--- config.mk ---
export PLATFORM = sky130hd
export DESIGN_NAME = tracklet_fit_accum
export DESIGN_NICKNAME = d
export VERILOG_FILES = /design/src/rtl/tfa_pkg.sv /design/src/rtl/tfa_cand_select.sv /design/src/rtl/tfa_moment_acc.sv /design/src/rtl/tracklet_fit_accum.sv
export SDC_FILE = /design/constraint.sdc
export NUM_CORES = 2
export LEC_CHECK = 0
export BUFFER_PORTS_ARGS = -buffer_cell sky130_fd_sc_hd__buf_2
export CAP_MARGIN = 20
export CORE_MARGIN = 2
export CORE_UTILIZATION = 57
export CTS_BUF_LIST = sky130_fd_sc_hd__clkbuf_8
export DETAILED_ROUTE_END_ITERATION = 10
export GPL_TIMING_DRIVEN = 1
export PLACE_DENSITY = 0.75
export SETUP_SLACK_MARGIN = 0.3
export SLEW_MARGIN = 30
export SYNTH_ARGS = -nofsm -noshare
export SYNTH_HDL_FRONTEND = slang
export SYNTH_SLANG_ARGS = --single-unit
--- constraint.sdc ---
create_clock -name clk -period 12.45 [get_ports clk]
set_input_delay 2.49 -clock clk [delete_from_list [all_inputs] [get_ports clk]]
set_output_delay 2.49 -clock clk [all_outputs]
set_load 0.005 [all_outputs]
--- src/rtl/tfa_pkg.sv ---
package tfa_pkg;

  // Sum codes: the read select value equals the sum index.
  localparam int SUM_N    = 0;
  localparam int SUM_X    = 1;
  localparam int SUM_Y    = 2;
  localparam int SUM_XY   = 3;
  localparam int SUM_YY   = 4;
  localparam int SUM_XX   = 5;
  localparam int SUM_Q    = 6;
  localparam int NUM_SUMS = 7;

  // Widest single term, plus TB_W bits of headroom for 2**TB_W additions, plus one spare.
  function automatic int acc_width(input int tb_w, input int pos_w, input int q_w);
    int m;
    m = 2 * pos_w;
    if (2 * tb_w > m)     m = 2 * tb_w;
    if (pos_w + tb_w > m) m = pos_w + tb_w;
    if (q_w > m)          m = q_w;
    return m + tb_w + 1;
  endfunction

endpackage

--- src/rtl/tfa_cand_select.sv ---
module tfa_cand_select #(
  parameter int NGRP     = 8,
  parameter int NUM_CAND = 4,
  parameter int POS_W    = 8,
  parameter int Q_W      = 10
) (
  input  logic [NGRP-1:0]                 grp_hit,
  input  logic [NGRP*POS_W-1:0]           grp_pos,
  input  logic [NGRP*Q_W-1:0]             grp_q,
  output logic [NUM_CAND-1:0]             slot_vld,
  output logic [NUM_CAND-1:0][POS_W-1:0]  slot_pos,
  output logic [NUM_CAND-1:0][Q_W-1:0]    slot_q
);

  localparam int CAND_W = (NUM_CAND > 1) ? $clog2(NUM_CAND) : 1;
  localparam logic [CAND_W:0] CAND_LIM = NUM_CAND[CAND_W:0];

  // Rank-order packing: the k-th flagged group lands in slot k.
  always_comb begin
    logic [CAND_W:0] taken;
    taken    = '0;
    slot_vld = '0;
    slot_pos = '0;
    slot_q   = '0;
    for (int g = 0; g < NGRP; g++) begin
      if (grp_hit[g] && (taken < CAND_LIM)) begin
        slot_vld[taken[CAND_W-1:0]] = 1'b1;
        slot_pos[taken[CAND_W-1:0]] = grp_pos[g*POS_W +: POS_W];
        slot_q[taken[CAND_W-1:0]]   = grp_q[g*Q_W +: Q_W];
        taken = taken + 1'b1;
      end
    end
  end

endmodule

--- src/rtl/tfa_moment_acc.sv ---
module tfa_moment_acc #(
  parameter int TB_W  = 6,
  parameter int POS_W = 8,
  parameter int Q_W   = 10,
  parameter int ACC_W = 24
) (
  input  logic                                     clk,
  input  logic                                     rst,
  input  logic                                     clear,
  input  logic                                     upd,
  input  logic [TB_W-1:0]                          x,
  input  logic [POS_W-1:0]                         y,
  input  logic [Q_W-1:0]                           q,
  output logic [tfa_pkg::NUM_SUMS-1:0][ACC_W-1:0]  sums
);

  import tfa_pkg::*;

  logic [ACC_W-1:0] xe, ye, qe;
  assign xe = ACC_W'(x);
  assign ye = ACC_W'(y);
  assign qe = ACC_W'(q);

  always_ff @(posedge clk) begin
    if (rst || clear) begin
      sums <= '0;
    end else if (upd) begin
      sums[SUM_N]  <= sums[SUM_N]  + ACC_W'(1);
      sums[SUM_X]  <= sums[SUM_X]  + xe;
      sums[SUM_Y]  <= sums[SUM_Y]  + ye;
      sums[SUM_XY] <= sums[SUM_XY] + xe * ye;
      sums[SUM_YY] <= sums[SUM_YY] + ye * ye;
      sums[SUM_XX] <= sums[SUM_XX] + xe * xe;
      sums[SUM_Q]  <= sums[SUM_Q]  + qe;
    end
  end

endmodule

--- src/rtl/tracklet_fit_accum.sv ---
module tracklet_fit_accum #(
  parameter int NUM_CH   = 10,
  parameter int NUM_CAND = 4,
  parameter int TB_W     = 6,
  parameter int POS_W    = 8,
  parameter int Q_W      = 10,
  parameter int RD_W     = 32,
  localparam int NGRP    = NUM_CH - 2,
  localparam int CAND_W  = (NUM_CAND > 1) ? $clog2(NUM_CAND) : 1
) (
  input  logic                     clk,
  input  logic                     rst,
  input  logic                     clear,
  input  logic                     tb_strobe,
  input  logic [NGRP-1:0]          grp_hit,
  input  logic [NGRP*POS_W-1:0]    grp_pos,
  input  logic [NGRP*Q_W-1:0]      grp_q,
  input  logic [CAND_W-1:0]        rd_cand,
  input  logic [2:0]               rd_sel,
  output logic [RD_W-1:0]          rd_data
);

  import tfa_pkg::*;

  localparam int ACC_W = acc_width(TB_W, POS_W, Q_W);

  logic [NUM_CAND-1:0]                             slot_vld;
  logic [NUM_CAND-1:0][POS_W-1:0]                  slot_pos;
  logic [NUM_CAND-1:0][Q_W-1:0]                    slot_q;
  logic [NUM_CAND-1:0][NUM_SUMS-1:0][ACC_W-1:0]    acc_sums;
  logic [TB_W:0]                                   tb_cnt;
  logic                                            win_full;
  logic                                            accept;

  assign win_full = tb_cnt[TB_W];
  assign accept   = tb_strobe & ~clear & ~win_full;

  // Timebin index: strobes accepted since the last clear.
  always_ff @(posedge clk) begin
    if (rst || clear) tb_cnt <= '0;
    else if (accept)  tb_cnt <= tb_cnt + 1'b1;
  end

  tfa_cand_select #(
    .NGRP(NGRP), .NUM_CAND(NUM_CAND), .POS_W(POS_W), .Q_W(Q_W)
  ) u_sel (
    .grp_hit(grp_hit), .grp_pos(grp_pos), .grp_q(grp_q),
    .slot_vld(slot_vld), .slot_pos(slot_pos), .slot_q(slot_q)
  );

  for (genvar k = 0; k < NUM_CAND; k++) begin : g_slot
    tfa_moment_acc #(
      .TB_W(TB_W), .POS_W(POS_W), .Q_W(Q_W), .ACC_W(ACC_W)
    ) u_acc (
      .clk(clk), .rst(rst), .clear(clear),
      .upd(accept & slot_vld[k]),
      .x(tb_cnt[TB_W-1:0]), .y(slot_pos[k]), .q(slot_q[k]),
      .sums(acc_sums[k])
    );
  end

  // Read-only port, registered.
  always_ff @(posedge clk) begin
    if (rst)                        rd_data <= '0;
    else if (rd_sel == 3'd7)        rd_data <= '0;
    else                            rd_data <= RD_W'(acc_sums[rd_cand][rd_sel]);
  end

endmodule

After elaboration in Yosys (flattened, before gate mapping)
Index checks and enable logic that the tools add are counted.

Reduce and logical (&&, ||, !) cells: 16. Add/subtract/negate cells: 35. Multiplexer cells: 91. $mul: 9. Bitwise operators: 15. Eq/ne operators: 1. $lt $le $gt $ge: 23.

Operators with widths (number): binary-select mux 161 bit (select 2 bit) (1); bitwise mux 40 bit (7); two-way mux 40 bit (7); adder 23 bit (12); bitwise mux 32 bit (7); two-way mux 32 bit (7); two-way mux 161 bit (1); demux 10 bit (select 2 bit) (7); demux 8 bit (select 2 bit) (7); adder 23 x 1 -> 23 bit (second input constant) (4); adder 23 x 10 -> 23 bit (4); adder 23 x 6 -> 23 bit (4); adder 23 x 8 -> 23 bit (4); two-way mux 10 bit (8); binary-select mux 23 bit (select 3 bit) (1); multiplier 8 x 8 -> 16 bit (4); two-way mux 8 bit (8); multiplier 6 x 8 -> 14 bit (4); two-way mux 4 bit (7); OR 4 bit (6); two-way mux 23 bit (1); less-than comparator 2 x 3 -> 1 bit (second input constant) (7); less-than comparator 3 bit (second input constant) (6); two-way mux 3 bit (6); other kinds (17) (60).

Bits in registers: 683. Word-level logic and storage cells: 221.

Depth between registers and ports, before layout
Depth after elaboration: 27. Gate-level depth with buffers: 52. Mapped depth without buffers: 47.

By module
From an unflattened synthesis, not the netlist that was laid out.

Cell total of the unflattened synthesis: 7475. Area, all modules: 64058.9 um2.

By module, submodules not included: tfa_moment_acc (g_slot[3].u_acc) (area each 13456.7 um2, sequential area each 3223.1 um2, cells an instance 1593, times used 1); tfa_moment_acc (g_slot[1].u_acc) (area each 13326.5 um2, sequential area each 3223.1 um2, cells an instance 1562, times used 1); tfa_moment_acc (g_slot[2].u_acc) (area each 13237.7 um2, sequential area each 3223.1 um2, cells an instance 1572, times used 1); tfa_moment_acc (g_slot[0].u_acc) (area each 12941.2 um2, sequential area each 3223.1 um2, cells an instance 1505, times used 1); tracklet_fit_accum (area each 5953.2 um2, sequential area each 600.6 um2, cells an instance 510, times used 1); tfa_cand_select (area each 5143.7 um2, sequential area each 0.0 um2, cells an instance 733, times used 1).

Least setup slack after synthesis
OpenSTA, ideal clock, no wires.

Path kind: input -> register. Start: in grp_hit[0]. End: reg g_slot[0].u_acc.sums[114] (netlist bit). Arrival time: 12.619 ns. Library setup time: 0.132 ns. Path slack: -0.301 ns. Stages on the path: 47. Buffers on the path: 7. Data required time: 12.318 ns. Cell sequence: inv_1 ha_1 and3_1 buf_6 inv_2 buf_2 buf_2 buf_1 buf_1 ha_1 a21boi_1 a22o_1 o21a_1 ha_1 nand2_1 nand2_1 inv_1 ha_1 [... 11 more ...] fa_1 fa_1 inv_1 fa_1 inv_1 ha_1 nor2b_1 o21a_1 or3_1 a31oi_1 xnor2_1 ha_1 or3_1 o31a_1 a2111oi_0 nor4_2 or3b_1 a21oi_1.

Word-level cells in the longest chain between the ends: 27. Elaborated cells between the ends (all ways): 109. Those cells by class: add/sub (7); mul (1); order compare (21); mux (58); bitwise (8); reduce/logical (14).

Ends and longest elaborated chain: from (decl) (RTL line tracklet_fit_accum.sv:15) `input logic [NGRP-1:0] grp_hit,`; two-way mux 1 bit (RTL line tfa_cand_select.sv:26) `if (grp_hit[g] && (taken < CAND_LIM)) begin`; less-than comparator 1 x 3 -> 1 bit (RTL line tfa_cand_select.sv:26, tfa_cand_select.sv:27, tfa_cand_select.sv:28); logical AND 1 bit (RTL line tfa_cand_select.sv:26); two-way mux 3 bit (RTL line tfa_cand_select.sv:26); less-than comparator 3 bit (RTL line tfa_cand_select.sv:26); logical AND 1 bit (RTL line tfa_cand_select.sv:26); two-way mux 3 bit (RTL line tfa_cand_select.sv:26); less-than comparator 3 bit (RTL line tfa_cand_select.sv:26); [... 11 more ...]; less-than comparator 2 x 3 -> 1 bit (implied by the code) / >= comparator 2 x 1 -> 1 bit (equally long branches) (RTL line tfa_cand_select.sv:27, tfa_cand_select.sv:28); logical AND 1 bit (implied by the code) (RTL line tfa_cand_select.sv:27, tfa_cand_select.sv:28); two-way mux 8 bit (implied by the code) (RTL line tfa_cand_select.sv:28) `slot_pos[taken[CAND_W-1:0]] = grp_pos[g*POS_W +: POS_W];`; demux 8 bit (select 2 bit); bitwise mux 32 bit (RTL line tfa_cand_select.sv:28); two-way mux 32 bit (RTL line tfa_cand_select.sv:26); multiplier 8 x 8 -> 16 bit (RTL line tfa_moment_acc.sv:32) `sums[SUM_YY] <= sums[SUM_YY] + ye * ye;`; adder 23 bit (RTL line tfa_moment_acc.sv:32); to (signal, indexed assignment) (RTL line tfa_moment_acc.sv:32); to (signal, indexed assignment) (RTL line tfa_moment_acc.sv:33) `sums[SUM_XX] <= sums[SUM_XX] + xe * xe;`; to (signal, indexed assignment) (RTL line tfa_moment_acc.sv:34) `sums[SUM_Q] <= sums[SUM_Q] + qe;`; to (decl) (RTL line tfa_moment_acc.sv:14) `output logic [tfa_pkg::NUM_SUMS-1:0][ACC_W-1:0] sums`.

Parallel ways exist; a longest one is shown, timed or not. A chain may end at the register's enable or synchronous reset.

Worst setup path in the final report
Same ends and word-level chain as after synthesis.

==> summary.md <==
| Metric | Value |
|---|---|
| Combinational power share | 59.2% |
| Remaining Overflow, GRT | 0 |
| Internal | 6310 uW |
| Die Span X | 330 um |
| Main flop type after synthesis | dfxtp_1 |
| Routability cong. | 0.984 |
| Sw Pwr | 5070 uW |
| First-pass GRT wire length | 310000 um |
| DR WL/cell | 22.2 um |
| Reg area | 13500 um2 |
| Syn Area/Cell | 8.14 um2 |
| Slew @ Worst Pin | 1050 ps |
| Via density | 6.36 |
| I/O pin count | 193 |
| Vias in the first global route | 55.0k |
| Outcome | completed |
| Number of remaining DRC errors | 0 |
| Worst EP required | 13150 ps |
| Worst Setup Path Type | input port to flop |
| Initial antenna violation count | 12 |
| Net Sw Frac | 44.6% |
| Min Hold Slack | 470 ps |
| Max_slew headroom | 30.1% |
| Clk buf depth | 3 |
| Fin area | 66000 um2 |
| Library cells used by synthesis | 98 |
| Core Area | 105000 um2 |
| CP Capture Type | flop |
| Die area | 109000 um2 |
| Initial core utilization | 57.4% |
| Mapped cell area | 60500 um2 |
| Startpoint Class | input port |
| Slew Viols, Final | 0 |
| Final Hold Viols | 0 |
| H-tree Lvls | 3 |
| Reg clk slew, reported paths | 70 ps |
| Commonest non-fill, non-tap cell in the layout | nand2_1 |
| Drt first pass iters | 6 |
| Synth Instances | 7430 |
| Fillers | 9091 |
| Fmax achieved | 86.1 MHz |
| Hold-fix buffers, CTS | 0 |
| Slowest stage delay, CP | 550 ps |
| TritonCTS Buffers | 118 |
| DRT iter0 DRCs | 5643 |
| Sequential power share | 19.8% |
| Pin count of the biggest net entering global routing | 179 |
| Post-route clock period utilization | 93.2% |
| Syn-to-layout area delta | 9.10% |
| Max cap viols | 0 |
| Share of layout cells above drive strength 1 | 11.1% |
| Asr flop ratio synth | 0% |
| PD cells | 173 nW/um2 |
| Final core occ | 62.7% |
| Overall power | 11400 uW |
| Final ANT Viol Nets | 0 |
| DP HPWL | 150000 um |
| Peak supply drop | 0.223 mV |
| Leak Pwr | 0.0273 uW |
| Placement Cell Area | 63000 um2 |
| Share of power burned in the clock network | 21.0% |
| Total track usage | 36.2% |
| Via count | 57.3k |
| Floorplan row count | 119 |
| CP max FO | 8 |
| Slowest stage cell, crit path | fa_1 |
| Nets | 8407 |
| Area of the multi-input gates | 43700 um2 |
| Post-synth EDFFs | 0 |
| Min cycle time layout | 11610 ps |
| RSZ-0062 raised after global routing | yes |
| Warnings, synthesis | 0 |
| Layout Skew | 80.4 ps |
| CTS Sinks | 674 |
| Clk root buf | clkbuf_8 |
| Input/output buffers | 183 |
| Hold Path Class | flop to flop |
| Most frequent cells in the layout | 904 x nand2_1, 746 x nor2_1, 673 x dfxtp_1 |
| CTS tree | yes |
| Post-synthesis sequential area ratio | 22.3% |
| Chip Height | 330 um |
| Post-Route WL | 200000 um |
| Final setup violation count | 0 |
| Number of synthesized register bits | 674 |
| Cell mode on critical path | ha_1 |
| CP arrival | 12310 ps |
| Worst-Skew Late Latency | 830 ps |
-- cell families after synthesis --
| group | share of synthesized area (%) |
|---|---|
| compound gates | 15.9 |
| xor+xnor | 7.43 |
| fa+ha+maj | 18.0 |
| buf+inv | 5.98 |
| flops | 22.3 |
| mux | 8.69 |
| other cells | 0.00620 |
| simple gates | 21.7 |
-- power groups by stage --
| stage | Sequential, uW | Combinational (uW) | Clock, uW |
|---|---|---|---|
| after detailed placement | 2290 | 6610 | 0 |
| final | 2250 | 6740 | 2390 |
| after global placement | 2290 | 6490 | 0 |
| after floorplan | 2270 | 5030 | 0 |
| after global routing | 2250 | 7480 | 2490 |
| after CTS | 2250 | 6650 | 2400 |
-- path summary, 6_finish.rpt --
| kind | start | to | slack (ps) | depth (start not counted) |
|---|---|---|---|---|
| max | grp_hit[0] | g_slot[0].u_acc.sums[114] | 840 | 45 |
| min reg2reg | g_slot[2].u_acc.sums[125] | g_slot[2].u_acc.sums[125] | 470 | 2 |
| min | g_slot[2].u_acc.sums[125] | g_slot[2].u_acc.sums[125] | 470 | 2 |
| max reg2reg | tb_cnt[0] | g_slot[3].u_acc.sums[88] | 5710 | 25 |
-- repair_timing --
item / 4_1_cts / 5_1_grt
gates resized for setup: 0 / 26
setup buffers: 0 / 10
setup endpoints to repair: 0 / 56
hold endpoints to repair: 0 / 0
-- through the flow --
step,TNS [ps],cells,setup slack [ps]
2_1_floorplan,0,7440,335
3_3_place_gp,0,8769,102
3_5_place_dp,-448,8769,-124
4_1_cts,0,8992,650
5_1_grt,0,9007,254
6_report,0,9010,841
-- final cells by class --
class                   instances  area share, %
multi-input cells            5831           66.3
flip-flops and latches        674           20.5
repair buffers                351           3.41
clock buffers                 163           3.40
inverters                     532           3.03
well taps                    1391           2.64
clock inverters                60          0.774
diodes                          8         0.0303
-- critical path, delay by kind of cell --
| family | cells | cell delay [ps] |
|---|---|---|
| adders and majority gates | 11 | 3780 |
| and+or+nand+nor | 12 | 2480 |
| AOI/OAI and AO/OA | 12 | 2180 |
| muxes | 3 | 760 |
| buffers and inverters | 6 | 530 |
| xor gates and xnor gates | 1 | 90 |
-- state kept, by name (all words and copies together), names as in the netlist --
signal,cells
tb_cnt,7
rd_data,23
g_slot.u_acc.sums,644
-- routing by layer --
metal	GRT usage, %	part of all wire [%]
met4	21.1	6.6
met2	57.7	45
met1	46.3	39
met3	6.28	9.4
met5	0	0.035
-- synthesized netlist by cell type, drive strengths merged, types with 110 or more instances --
| master | n | area [um2] |
|---|---|---|
| a21o | 112 | 841 |
| a21oi | 580 | 2910 |
| and2 | 111 | 694 |
| buf | 110 | 517 |
| clkbuf | 293 | 1100 |
| dfxtp | 674 | 13500 |
| fa | 221 | 4420 |
| ha | 517 | 6470 |
| inv | 528 | 1980 |
| mux4 | 184 | 4140 |
| nand2 | 908 | 3410 |
| nand3 | 192 | 961 |
| nor2 | 750 | 2820 |
| nor3 | 152 | 782 |
| nor4 | 117 | 751 |
| o21ai | 210 | 1050 |
| or3 | 129 | 812 |
| xnor2 | 405 | 3550 |
(Power assumes the default switching activity.)
